$ cat src/rtl/pwr_pkg.sv
package pwr_pkg;

    typedef enum logic [1:0] {
        PM_RUN  = 2'd0,
        PM_IDLE = 2'd1,
        PM_WAKE = 2'd2,
        PM_DOWN = 2'd3
    } pm_state_e;

    typedef struct packed {
        logic wr;
        logic idle;
        logic pd;
    } pm_req_t;

    typedef struct packed {
        logic cpu;
        logic per;
        logic osc;
    } pm_gate_t;

    // Clock enables per state; the raw reset pin restarts the oscillator in deep sleep
    function automatic pm_gate_t gates_for(pm_state_e s, logic pin_hi);
        pm_gate_t g;
        g.cpu = (s == PM_RUN);
        g.per = (s != PM_DOWN);
        g.osc = (s != PM_DOWN) || pin_hi;
        return g;
    endfunction

endpackage

$ cat src/rtl/pwr_mcycle.sv
module pwr_mcycle #(
    parameter int MC_LEN = 12
) (
    input  logic clk,
    input  logic rst,
    input  logic realign,
    output logic mc_last,
    output logic mc_first
);
    localparam int PW = (MC_LEN > 1) ? $clog2(MC_LEN) : 1;

    logic [PW-1:0] phase;

    always_ff @(posedge clk) begin
        if (rst || realign) begin
            phase <= '0;
        end else if (phase == PW'(MC_LEN - 1)) begin
            phase <= '0;
        end else begin
            phase <= phase + 1'b1;
        end
    end

    assign mc_last  = (phase == PW'(MC_LEN - 1));
    assign mc_first = (phase == '0);

    phase_range_chk: assert property (@(posedge clk) disable iff (rst)
        phase <= PW'(MC_LEN - 1));

endmodule

$ cat src/rtl/pwr_rst_qual.sv
module pwr_rst_qual #(
    parameter int QUAL = 24
) (
    input  logic clk,
    input  logic rst,
    input  logic rst_pin,
    output logic qualified
);
    localparam int CW = $clog2(QUAL + 1);

    logic [CW-1:0] cnt;

    always_ff @(posedge clk) begin
        if (rst || !rst_pin) begin
            cnt <= '0;
        end else if (cnt != CW'(QUAL)) begin
            cnt <= cnt + 1'b1;
        end
    end

    assign qualified = (cnt == CW'(QUAL));


    low_clear_chk: assert property (@(posedge clk) disable iff (rst)
        !rst_pin |=> !qualified);


    cnt_bound_chk: assert property (@(posedge clk) disable iff (rst)
        cnt <= CW'(QUAL));

endmodule

$ cat src/rtl/pwr_fsm.sv
module pwr_fsm
    import pwr_pkg::*;
(
    input  logic      clk,
    input  logic      rst,
    input  pm_req_t   req,
    input  logic      irq,
    input  logic      sys_rst,
    input  logic      mc_last,
    output pm_state_e state,
    output logic      wake
);

    always_ff @(posedge clk) begin
        if (rst) begin
            state <= PM_RUN;
            wake  <= 1'b0;
        end else begin
            wake <= 1'b0;
            if (sys_rst) begin
                state <= PM_RUN;
            end else begin
                unique case (state)
                    PM_RUN: begin
                        if (req.wr && req.pd) begin
                            state <= PM_DOWN;
                        end else if (req.wr && req.idle) begin
                            state <= PM_IDLE;
                        end
                    end
                    PM_IDLE: begin
                        if (irq) begin
                            state <= PM_WAKE;
                        end
                    end
                    PM_WAKE: begin
                        if (mc_last) begin
                            state <= PM_RUN;
                            wake  <= 1'b1;
                        end
                    end
                    PM_DOWN: state <= PM_DOWN;
                    default: state <= PM_RUN;
                endcase
            end
        end
    end


    pd_hold_chk: assert property (@(posedge clk) disable iff (rst)
        (state == PM_DOWN && !sys_rst) |=> (state == PM_DOWN));


    rst_exit_chk: assert property (@(posedge clk) disable iff (rst)
        sys_rst |=> (state == PM_RUN));


    idle_wake_chk: assert property (@(posedge clk) disable iff (rst)
        (state == PM_IDLE && irq && !sys_rst) |=> (state == PM_WAKE));

endmodule

$ cat src/rtl/pwr_mode_ctl.sv
module pwr_mode_ctl
    import pwr_pkg::*;
#(
    parameter int MC_LEN   = 12,
    parameter int RST_MCYC = 2
) (
    input  logic clk,
    input  logic rst,
    input  logic rst_pin,
    input  logic req_wr,
    input  logic req_idle,
    input  logic req_pd,
    input  logic irq_pend,
    output logic cpu_clk_en,
    output logic per_clk_en,
    output logic osc_en,
    output logic wake_pulse,
    output logic sys_reset,
    output logic ram_retain
);
    localparam int QUAL = MC_LEN * RST_MCYC;

    pm_req_t   req;
    pm_state_e state;
    pm_gate_t  gates;
    logic      mc_last;
    logic      mc_first;
    logic      qual;

    assign req = '{wr: req_wr, idle: req_idle, pd: req_pd};

    pwr_rst_qual #(.QUAL(QUAL)) u_qual (
        .clk       (clk),
        .rst       (rst),
        .rst_pin   (rst_pin),
        .qualified (qual)
    );

    pwr_mcycle #(.MC_LEN(MC_LEN)) u_mcyc (
        .clk      (clk),
        .rst      (rst),
        .realign  (qual),
        .mc_last  (mc_last),
        .mc_first (mc_first)
    );

    pwr_fsm u_fsm (
        .clk     (clk),
        .rst     (rst),
        .req     (req),
        .irq     (irq_pend),
        .sys_rst (qual),
        .mc_last (mc_last),
        .state   (state),
        .wake    (wake_pulse)
    );

    assign gates      = gates_for(state, rst_pin);
    assign cpu_clk_en = gates.cpu;
    assign per_clk_en = gates.per;
    assign osc_en     = gates.osc;
    assign sys_reset  = qual;
    assign ram_retain = (state == PM_DOWN) || qual;


    wake_align_chk: assert property (@(posedge clk) disable iff (rst)
        wake_pulse |-> (mc_first && cpu_clk_en));


    retain_chk: assert property (@(posedge clk) disable iff (rst)
        !per_clk_en |-> ram_retain);


    gate_order_chk: assert property (@(posedge clk) disable iff (rst)
        cpu_clk_en |-> (per_clk_en && osc_en));

endmodule

$ cat config.mk
export PLATFORM = sky130hd
export DESIGN_NAME = pwr_mode_ctl
export DESIGN_NICKNAME = d
export VERILOG_FILES = /design/src/rtl/pwr_pkg.sv /design/src/rtl/pwr_mcycle.sv /design/src/rtl/pwr_rst_qual.sv /design/src/rtl/pwr_fsm.sv /design/src/rtl/pwr_mode_ctl.sv
export SDC_FILE = /design/constraint.sdc
export NUM_CORES = 1
export LEC_CHECK = 0
export ABC_AREA = 1
export BUFFER_PORTS_ARGS = -buffer_cell sky130_fd_sc_hd__buf_2
export CAP_MARGIN = 20
export CORE_MARGIN = 10
export CORE_UTILIZATION = 25
export CTS_CLUSTER_SIZE = 40
export DETAILED_ROUTE_END_ITERATION = 6
export PLACE_DENSITY = 0.46
export SLEW_MARGIN = 20
export SYNTH_ARGS = -nofsm -noshare
export SYNTH_HDL_FRONTEND = slang
export SYNTH_SLANG_ARGS = --single-unit
export TNS_END_PERCENT = 10
$ cat constraint.sdc
create_clock -name clk -period 3.5 [get_ports clk]
set_clock_uncertainty 0.05 [all_clocks]
set_input_delay 0.525 -clock clk [delete_from_list [all_inputs] [get_ports clk]]
set_output_delay 0.525 -clock clk [all_outputs]
set_load 0.005 [all_outputs]
==> results_dict.tcl <==
set metrics [dict create \
    status "finished clean" \
    period_minus_slack_ps 1942 \
    internal_power_uw 261.9 \
    die_h_um 70.87 \
    htree_levels 1 \
    slew_headroom 0.7906 \
    cts_hold_buffers 0 \
    clock_power_share 0.286 \
    cap_violations 0 \
    gr-usage-met1 0.04751 \
    ys_seq_elements 12 \
    finalSetupViolations 0 \
    via_count 524 \
    finalWorstSetupSlack_ps 1558 \
    synth-warning-count 0 \
    swShare 0.3162 \
    reg2reg_from "u_qual.cnt[0]$_SDFFE_PP0N_" \
    hold_start "u_mcyc.phase[0]$_SDFF_PP0_" \
    pwr_density_cell_mw_per_mm2 490.6 \
    grt_pass1_vias 482 \
    cts_sinks 12 \
    grt_usage 0.04922 \
    hold_viol 0 \
    boundaryPins 13 \
    cts_setup_buffers 0 \
    vias_per_cell 4.126 \
    rsz0062_at_grt "false" \
    ys_seq_area_frac 0.3714 \
    core_area_mm2 0.002477 \
    initial_core_util 0.2611 \
    path_class "reg2out" \
    busiest_layer "met2" \
    placed_cells 123 \
    io_buffers 12 \
    cp_common_cell "inv_1" \
    max_stage_delay_ps 350 \
    cp_slowest_cell "dfxtp_1" \
    cts_resized 0 \
    required_ps 2920 \
    detailedRoute.firstPassIterationCount 3 \
    final_nets 112 \
    fin_tns_setup_ps 0 \
    synth_area_um2 646.9 \
    period_share 0.5548 \
    clock_latency_ps 270 \
    holdCritPathClass "reg2reg" \
    crit_buf_inv 3 \
    cts_buffer_depth 2 \
    final_max_slew_viol_count 0 \
    dp_hpwl_mm 1.008 \
    cp_max_fo 5 \
    ys_async_sr_fraction 0 \
    yosys.area.top_type "dfxtp_1" \
    p_leak_nw 0.3572 \
    syn_inst 81 \
    syn_nets 95 \
    reg2reg_setup_slack_ps 2210 \
    grt_pass1_wl_mm 2.063 \
    antenna_found_initial 0 \
    numCtsBuffers 3 \
    synth_area_leaders "dfxtp_1 37%, ha_1 14%, nand2_1 7.5%" \
    grt_use_met2 0.09199 \
    critPathLaunchType "flip-flop" \
    synthDistinctLibCells 22 \
    switchingPower_uw 121.1 \
    r2r_cells 7 \
    syn_area_per_cell_um2 7.986 \
    num-fill-cells 274 \
    use_met3 0.03068 \
    timing.fmax_mhz 515.0 \
    setup.worst_path.start "u_qual.cnt[0]$_SDFFE_PP0N_" \
    synth_top_area_share 0.3714 \
    r2r-end "u_mcyc.phase[0]$_SDFF_PP0_" \
    syn_to_final_growth_pct 20.70 \
    crit_family "flip-flops" \
    cts.clk_slew.worst_paths_ps 80 \
    crit_end "sys_reset" \
    ant_nets 0 \
    final_layout_size_suffix_gt1_frac 0.2887 \
    drc 0 \
    antenna_cells 0 \
    pwr-share-comb 0.296 \
    place_congestion 0.7684 \
    fin_cells 127 \
    drt_iter0_markers 1 \
    row_count 18 \
    grt_max_degree 8 \
    multi_input_comb_area_um2 361.6 \
    cts_root_buf "clkbuf_4" \
    crit_chain "inv_1 -> ha_1 -> inv_1 -> nor3_4 -> buf_2" \
    cts_tree "done" \
    synthFlopType "dfxtp_1" \
    die_w_um 70.87 \
    worstMarginPinSlew_ps 313.0 \
    finalWirelength_mm 1.181 \
    vdd_drop_max_v 0.0002433 \
    sequentialPowerShare 0.418 \
    path_depth 5 \
    synth_edf_count 0 \
    grt_overflow_total 0 \
    worst_setup_path_end_kind "output pin" \
    wl_per_cell_um 9.299 \
    regArea_um2 240.2 \
    dpl_worst_slack_ps 1861 \
    dieArea_mm2 0.005022 \
    crit_arrival_ps 1370 \
]
## metal layers
metal,vias up,share of wire
li1,286,-
met1,234,0.42
met4,0,0
met3,0,0.047
met2,4,0.53
met5,-,0
## cell families after synthesis
| group | synth area share |
|---|---|
| simple gates | 0.3153 |
| xor+xnor | 0.02708 |
| fa+ha+maj | 0.1354 |
| flops | 0.3714 |
| buf+inv | 0.06963 |
| compound gates | 0.08122 |
## power by group through the flow
stage	Sequential, mW	Clock, mW	Combinational, mW
3_5_place_dp	0.163	0	0.116
6_report	0.160	0.109	0.113
3_3_place_gp	0.164	0	0.117
4_1_cts	0.160	0.116	0.116
2_1_floorplan	0.161	0	0.0878
5_1_grt	0.163	0.123	0.136
## layout make-up
type,count,share of cell area
repair buffers,12,0.07692
flip-flops and latches,12,0.3077
inverters,12,0.05769
clock buffers,4,0.04647
multi-input cells,57,0.4631
well taps,30,0.04808
## worst min path at each step
stage / end / depth (start not counted)
floorplan: u_mcyc.phase[0]$_SDFF_PP0_ / 1
global placement: u_mcyc.phase[0]$_SDFF_PP0_ / 1
detailed placement: u_mcyc.phase[0]$_SDFF_PP0_ / 1
CTS: u_mcyc.phase[0]$_SDFF_PP0_ / 1
global route: u_mcyc.phase[0]$_SDFF_PP0_ / 1
finish: u_mcyc.phase[0]$_SDFF_PP0_ / 1
## worst register-to-register path: stages, from the launching register on
cell,delay [ps]
dfxtp_1,350
inv_1,70
ha_1,130
inv_1,60
nor3_4,310
nor2_4,90
nand2_4,100
nor2_2,40
## stage by stage
stage / cell area [um^2] / utilization / hold WS [ps] / power [mW]
after global routing: 780.7 / 0.3152 / 433.5 / 0.4214
final: 780.7 / 0.3152 / 407.3 / 0.3830
after CTS: 780.7 / 0.3152 / 410.6 / 0.3929
after global placement: 744.5 / 0.3005 / 392.1 / 0.2803
after detailed placement: 744.5 / 0.3005 / 396.9 / 0.2795
after floorplan: 646.9 / - / 377.4 / 0.2488
## layout by cell type, fill, tap and decap left out, drive strengths merged, types with 3 or more instances in the layout
cell	n
nor2	13
buf	12
clkbuf	4
dfxtp	12
nand3	7
ha	7
inv	12
a21oi	6
nand2	15
o21ai	3
## sequential cells by signal (all words and copies together) (netlist names)
| register | cells |
|---|---|
| u_fsm.state | 2 |
| u_qual.cnt | 5 |
| u_fsm.wake | 1 |
| u_mcyc.phase | 4 |
## Yosys cell counts (2+ instances only)
library cell / instances
nand3_1: 6
nor2_2: 3
a21oi_1: 5
nor2_1: 9
dfxtp_1: 12
nand2_1: 13
inv_1: 11
xor2_1: 2
ha_1: 7
(Power assumes the default switching activity.)
